<file path="src/rtl/piu_pkg.sv">
package piu_pkg;
  localparam int FLAG_N = 3;
  localparam int FL_PF  = 2;
  localparam int FL_AF  = 1;
  localparam int FL_UF  = 0;

  typedef logic [FLAG_N-1:0] flagVec_t;

  typedef struct packed {
    logic rdStart;
    logic rdHold;
    logic rdEnd;
    logic showSnap;
    logic chainRun;
    logic chainClr;
  } ctlStrobes_t;
endpackage

</file>
<file path="src/rtl/piu_ctrl.sv">
module piu_ctrl
  import piu_pkg::*;
#(
  parameter int RATE_W = 4
) (
  input  logic              clk,
  input  logic              rstN,
  input  logic              ctlAWr,
  input  logic              ctlBWr,
  input  logic [7:0]        wrData,
  input  logic              statRd,
  output ctlStrobes_t       strb,
  output logic [RATE_W-1:0] rateSel,
  output flagVec_t          enables,
  output logic              sqwe
);
  logic [2:0] divCtl;
  logic       rdQ;

  // rate code and divider control survive reset
  always_ff @(posedge clk) begin
    if (ctlAWr && rstN) begin
      divCtl  <= wrData[6:4];
      rateSel <= wrData[RATE_W-1:0];
    end
  end

  always_ff @(posedge clk or negedge rstN) begin
    if (!rstN) begin
      enables <= '0;
      sqwe    <= 1'b0;
      rdQ     <= 1'b0;
    end else begin
      rdQ <= statRd;
      if (ctlBWr) begin
        enables[FL_PF] <= wrData[6];
        enables[FL_AF] <= wrData[5];
        enables[FL_UF] <= wrData[4] & ~wrData[7];
        sqwe           <= wrData[3];
      end
    end
  end

  always_comb begin
    strb.rdStart  = statRd & ~rdQ;
    strb.rdHold   = statRd;
    strb.rdEnd    = ~statRd & rdQ;
    strb.showSnap = statRd & rdQ;
    strb.chainRun = (divCtl == 3'b010);
    strb.chainClr = (divCtl[2:1] == 2'b11);
  end

  // freeze-updates write drops the update enable
  p_set_clears_uie_r8: assert property (@(posedge clk) disable iff (!rstN)
    (ctlBWr && wrData[7]) |=> !enables[FL_UF]);
endmodule

</file>
<file path="src/rtl/piu_divider.sv">
module piu_divider
  import piu_pkg::*;
#(
  parameter int STAGES = 15,
  parameter int RATE_W = 4
) (
  input  logic              clk,
  input  logic              rstN,
  input  logic              tickEn,
  input  ctlStrobes_t       strb,
  input  logic [RATE_W-1:0] rateSel,
  input  logic              sqwe,
  output logic              pfEv,
  output logic              sqwOut,
  output logic              secTick
);
  localparam int RATES = 2 ** RATE_W;

  logic [STAGES-1:0] cnt;
  logic [RATES-1:0]  tapVec;
  logic              tap, tapQ, msbQ;

  always_ff @(posedge clk) begin
    if (strb.chainClr)                 cnt <= '0;
    else if (strb.chainRun && tickEn)  cnt <= cnt + 1'b1;
    tapQ <= tap;
    msbQ <= cnt[STAGES-1];
  end

  assign tapVec[0] = 1'b0;
  for (genvar c = 1; c < RATES; c++) begin : g_tap
    localparam int IDX = (c == 1) ? 6 : (c == 2) ? 7 : c - 2;
    if (IDX < STAGES) begin : g_in
      assign tapVec[c] = cnt[IDX];
    end else begin : g_off
      assign tapVec[c] = 1'b0;
    end
  end

  assign tap     = tapVec[rateSel];
  assign pfEv    = tap & ~tapQ;
  assign secTick = cnt[STAGES-1] & ~msbQ;

  always_ff @(posedge clk or negedge rstN) begin
    if (!rstN) sqwOut <= 1'b0;
    else       sqwOut <= sqwe & tap;
  end

  // disabled square wave stays low
  p_sqw_low_r2: assert property (@(posedge clk) disable iff (!rstN)
    !sqwe |=> !sqwOut);
  // hold pattern parks the chain at zero
  p_hold_zero_r3: assert property (@(posedge clk) disable iff (!rstN)
    strb.chainClr |=> (cnt == '0));
  // neither run nor hold freezes the count
  p_freeze_r3: assert property (@(posedge clk) disable iff (!rstN)
    (!strb.chainRun && !strb.chainClr) |=> $stable(cnt));
endmodule

</file>
<file path="src/rtl/piu_flagbank.sv">
module piu_flagbank
  import piu_pkg::*;
(
  input  logic        clk,
  input  logic        rstN,
  input  ctlStrobes_t strb,
  input  logic        pfEv,
  input  logic        alarmEv,
  input  logic        updEv,
  input  flagVec_t    enables,
  output logic [7:0]  statusByte,
  output logic        irqOeN
);
  flagVec_t   flags, pend, ev;
  logic [3:0] snap;
  logic       liveIrqf;

  always_comb begin
    ev          = '0;
    ev[FL_PF]   = pfEv;
    ev[FL_AF]   = alarmEv;
    ev[FL_UF]   = updEv;
  end

  assign liveIrqf = |(flags & enables);

  always_ff @(posedge clk or negedge rstN) begin
    if (!rstN) begin
      flags <= '0;
      pend  <= '0;
      snap  <= '0;
    end else if (strb.rdStart) begin
      snap  <= {liveIrqf, flags};
      flags <= '0;
      pend  <= ev;
    end else if (strb.rdEnd) begin
      flags <= pend | ev;
      pend  <= '0;
    end else if (strb.rdHold) begin
      pend  <= pend | ev;
    end else begin
      flags <= flags | ev;
    end
  end

  assign statusByte = strb.showSnap ? {snap, 4'b0000} : {liveIrqf, flags, 4'b0000};
  assign irqOeN     = ~liveIrqf;

  // periodic edge outside a read always lands in the flag
  p_pf_sets_r4: assert property (@(posedge clk) disable iff (!rstN)
    (pfEv && !strb.rdHold) |=> flags[FL_PF]);
  // start of a read empties the flags
  p_read_clears_r6: assert property (@(posedge clk) disable iff (!rstN)
    strb.rdStart |=> (flags == '0));
  // held byte does not move during a read
  p_snap_stable_r7: assert property (@(posedge clk) disable iff (!rstN)
    strb.showSnap |=> (!strb.showSnap || $stable(statusByte)));
  // reset releases the request and empties the status
  p_reset_quiet_r9: assert property (@(posedge clk)
    !rstN |-> (irqOeN && statusByte == 8'h00));
endmodule

</file>
<file path="src/rtl/periodic_irq_unit.sv">
module periodic_irq_unit
  import piu_pkg::*;
#(
  parameter int STAGES = 15,
  parameter int RATE_W = 4
) (
  input  logic       clk,
  input  logic       rstN,
  input  logic       tickEn,
  input  logic       ctlAWr,
  input  logic       ctlBWr,
  input  logic [7:0] wrData,
  input  logic       statRd,
  input  logic       alarmEv,
  input  logic       updEv,
  output logic [7:0] statusByte,
  output logic       irqOeN,
  output logic       irqLine,
  output logic       sqwOut,
  output logic       secTick
);
  ctlStrobes_t       strb;
  logic [RATE_W-1:0] rateSel;
  flagVec_t          enables;
  logic              sqwe, pfEv;

  piu_ctrl #(.RATE_W(RATE_W)) u_ctrl (
    .clk(clk), .rstN(rstN), .ctlAWr(ctlAWr), .ctlBWr(ctlBWr),
    .wrData(wrData), .statRd(statRd), .strb(strb),
    .rateSel(rateSel), .enables(enables), .sqwe(sqwe)
  );

  piu_divider #(.STAGES(STAGES), .RATE_W(RATE_W)) u_div (
    .clk(clk), .rstN(rstN), .tickEn(tickEn), .strb(strb),
    .rateSel(rateSel), .sqwe(sqwe), .pfEv(pfEv),
    .sqwOut(sqwOut), .secTick(secTick)
  );

  piu_flagbank u_flags (
    .clk(clk), .rstN(rstN), .strb(strb), .pfEv(pfEv),
    .alarmEv(alarmEv), .updEv(updEv), .enables(enables),
    .statusByte(statusByte), .irqOeN(irqOeN)
  );

  assign irqLine = 1'b0;
endmodule

</file>
<file path="config.mk">
export PLATFORM = sky130hd
export DESIGN_NAME = periodic_irq_unit
export DESIGN_NICKNAME = d
export VERILOG_FILES = /design/src/rtl/piu_pkg.sv /design/src/rtl/piu_ctrl.sv /design/src/rtl/piu_divider.sv /design/src/rtl/piu_flagbank.sv /design/src/rtl/periodic_irq_unit.sv
export SDC_FILE = /design/constraint.sdc
export NUM_CORES = 1
export LEC_CHECK = 0
export ABC_CLOCK_PERIOD_IN_PS = 2400
export CAP_MARGIN = 5
export CORE_ASPECT_RATIO = 0.5
export CORE_MARGIN = 2
export CORE_UTILIZATION = 53
export DETAILED_ROUTE_END_ITERATION = 10
export PLACE_DENSITY = 0.78
export RECOVER_POWER = 50
export SLEW_MARGIN = 20
export SYNTH_ARGS = -nofsm -noshare
export SYNTH_HDL_FRONTEND = slang
export SYNTH_SLANG_ARGS = --single-unit
</file>
<file path="constraint.sdc">
create_clock -name clk -period 2.4 [get_ports clk]
set_clock_uncertainty 0.05 [all_clocks]
set_input_delay 0.72 -clock clk [delete_from_list [all_inputs] [get_ports clk]]
set_output_delay 0.72 -clock clk [all_outputs]
set_load 0.05 [all_outputs]
</file>
==> metrics.txt <==
nets@finish 220; RSZ-0062 raised after global routing false; most frequent cells in the layout dfxtp_1, dfrtp_1, nor2_1; DR pass1 iterations 4; max cap viols 0; FF+latch count, synth 40; Rel. slew slack roughly 45%; Worst Hold Path Cells 0; routed len/inst 14.7 µm; Post-Syn Area per Cell 10.6 µm²; Critical Path Source statRd; Clock Tree Buf Depth 2; full die area about 4000 µm²; Synth warnings 0; critical path arrival 1590 ps; H-tree depth 2; Post-CTS Hold Fix Bufs 0; Clock transition at path regs 80 ps; Congestion Overflow GR 0; reg2reg path depth 4; top-area cell type share of the netlist area 21.6%; Placed Instances 247; Via density approximately 5.5; drt total wl ~3700 µm; first-pass GRT wire length between 6000 and 7000 µm; post-synthesis mux area share 12.2%; Post-Synth Adder-Cell Area 0.675%; final hold violation count 0; min cycle time layout 2360 ps; P_leak 0.945 nW; largest family of logic cells by synthesized area simple AND/OR/NAND/NOR gates; Power Dens Cells 701 nW/µm²; Max Freq 0.424 GHz; port buffer count 22; final setup vio count 0; status finished clean; hold path startpoint u_div.cnt[14]; type of the worst setup path in2out; r2r setup slk 370 ps; antenna violations before repair 0; Sink Count 40; maximum VDD drop 0.453 mV; clk_lat worst skew 300 ps; Tcrit/Tclk final a little over nine tenths; core area 3400 µm²; # fillers about 260; synthesized area 1850 µm²; Area growth syn-to-layout 24.8%; hold worst-path end u_div.msbQ; Worst Tran Pin Value around 830 ps; Hold Path Class reg2reg; vias in the first global route about 1400; via count 1393; xor/xnor cell area share of the yosys netlist roughly 3.3%; cts bufs inserted 5; largest cells by area after synthesis dfrtp_1, dfxtp_1, edfxtp_1, mux2_2, a21oi_1; dpl hpwl 2570 µm; # diodes 0; number of I/O pins 28; all-layer global routing usage 22.0%; CP endpoint kind output pin; largest net degree at the start of global routing 17; routability congestion estimate from global placement 0.808; Final Max Slew Viols 0; Max FO, Critical Path 5; Distinct cells, synth 39; Die H 45.8 µm; CP Data Required Time 1630 ps; commonest non-fill, non-tap cell in the layout dfxtp_1; RR Startpoint u_ctrl.rateSel[0]; clock root buffer clkbuf_8; Hold WS roughly 330 ps; CP Launch Type input pin; non-filler cells, final 255; CTS tree yes; initial drt markers 36; Std-Cell Rows 15; capture point of the worst reg-to-reg path u_flags.pend[2]; Residual DRC 0; fraction of layout cells with a size suffix above 1 16.7%; Synth Area in Simple Gates 16.7%; Initial Utilization 54.5%; post-synthesis compound-gate area fraction 10.9%; register area share after synthesis 51.3%; Die X 87.6 µm; Yosys top cell by area dfrtp_1; Mapped Cells 175; post-route antenna net violation count 0
-- worst max-delay path by stage --
stage | to | slack, ps | cells after the start
3_5_place_dp | statusByte[5] | -220 | 4
2_1_floorplan | statusByte[7] | -650 | 2
4_1_cts | statusByte[5] | 30 | 4
5_1_grt | statusByte[5] | 7 | 4
6_report | statusByte[5] | 40 | 4
3_3_place_gp | statusByte[5] | -190 | 4
-- stage by stage --
stage          setup WS, ps  total power [mW]  util (%)  setup TNS (ps)  instance area [µm²]
6_report               42.9              1.62      68.1               0                 2310
5_1_grt                7.40              1.69      68.1               0                 2310
4_1_cts                31.6              1.64      68.3               0                 2320
3_5_place_dp           -225              1.06      64.5            -843                 2190
3_3_place_gp           -187              1.05      64.5            -712                 2190
2_1_floorplan          -654             0.940         -           -1040                 1880
-- layer usage --
layer  up-vias  GRT usage [%]  share of wire [%]  routed length (µm)
li1        673              -                  -                   -
met1       690           25.5                 43                1610
met2        27           39.7                 51                1890
met3         3           8.70                5.4                 202
met4         0           4.62               0.96                  36
met5         -              0                  0                   0
-- registers in the layout, indices dropped and copies added (netlist names) --
signal / cells
u_div.cnt: 15
u_ctrl.rateSel: 4
u_flags.snap: 4
u_ctrl.divCtl: 3
u_ctrl.enables: 3
u_flags.flags: 3
u_flags.pend: 3
u_ctrl.rdQ: 1
u_ctrl.sqwe: 1
u_div.msbQ: 1
u_div.sqwOut: 1
u_div.tapQ: 1
-- area by class of cell --
cell class	count	area [µm²]	share of cell area [%]
multi-input combinational	124	855	37.0
inverter	2	7.51	0.325
clock inverter	3	47.5	2.06
timing repair buffer	30	319	13.8
clock buffer	5	68.8	2.98
sequential	40	951	41.1
tap	51	63.8	2.76
-- repair_timing --
| action | in CTS | in global routing |
|---|---|---|
| buffers inserted | 0 | 0 |
| pin swaps | 1 | 1 |
| setup endpoints to repair | 4 | 2 |
| gates resized for setup | 5 | 0 |
-- Yosys cell counts --
cell type  number
dfxtp_1        17
dfrtp_1        16
nand2_1        13
nor2_1         13
a21oi_1        12
mux2_2          9
o21ai_0         9
edfxtp_1        7
or3_1           7
buf_4           6
nand4_1         6
xor2_1          6
clkbuf_1        5
mux2_1          5
nand3_1         5
nor2b_1         4
mux2i_1         3
o21ai_1         3
a32o_1          2
and2_1          2
and3_1          2
and4_1          2
inv_1           2
nand2b_1        2
nand3b_1        2
o22a_1          2
a21boi_1        1
a21o_1          1
a221o_2         1
a222oi_1        1
a2bb2oi_1       1
buf_2           1
buf_6           1
conb_1          1
ha_1            1
mux2_4          1
mux4_2          1
nor4bb_1        1
xnor2_1         1
-- cells by family (layout without fill, tap and decap cells) --
group,count (synthesis),count (layout)
other,1,5
adder cells (fa/ha/maj),1,1
AO/OA/AOI/OAI,33,33
buffers and inverters,15,40
AND/OR/NAND/NOR,59,59
multiplexers,19,19
flip-flops,40,40
XOR/XNOR,7,7
-- report_power, final --
group          internal, mW  total (mW)  switching [mW]
combinational         0.137       0.283           0.145
clock                 0.313       0.568           0.255
sequential            0.731       0.770          0.0394
total                  1.18        1.62           0.440
-- worst max-delay path, stage by stage --
cell and delay [ps]:
dlygate4sd2_1 250, nand2_2 130, mux2_4 330, buf_12 150
Power figures use the tool's default switching activity.
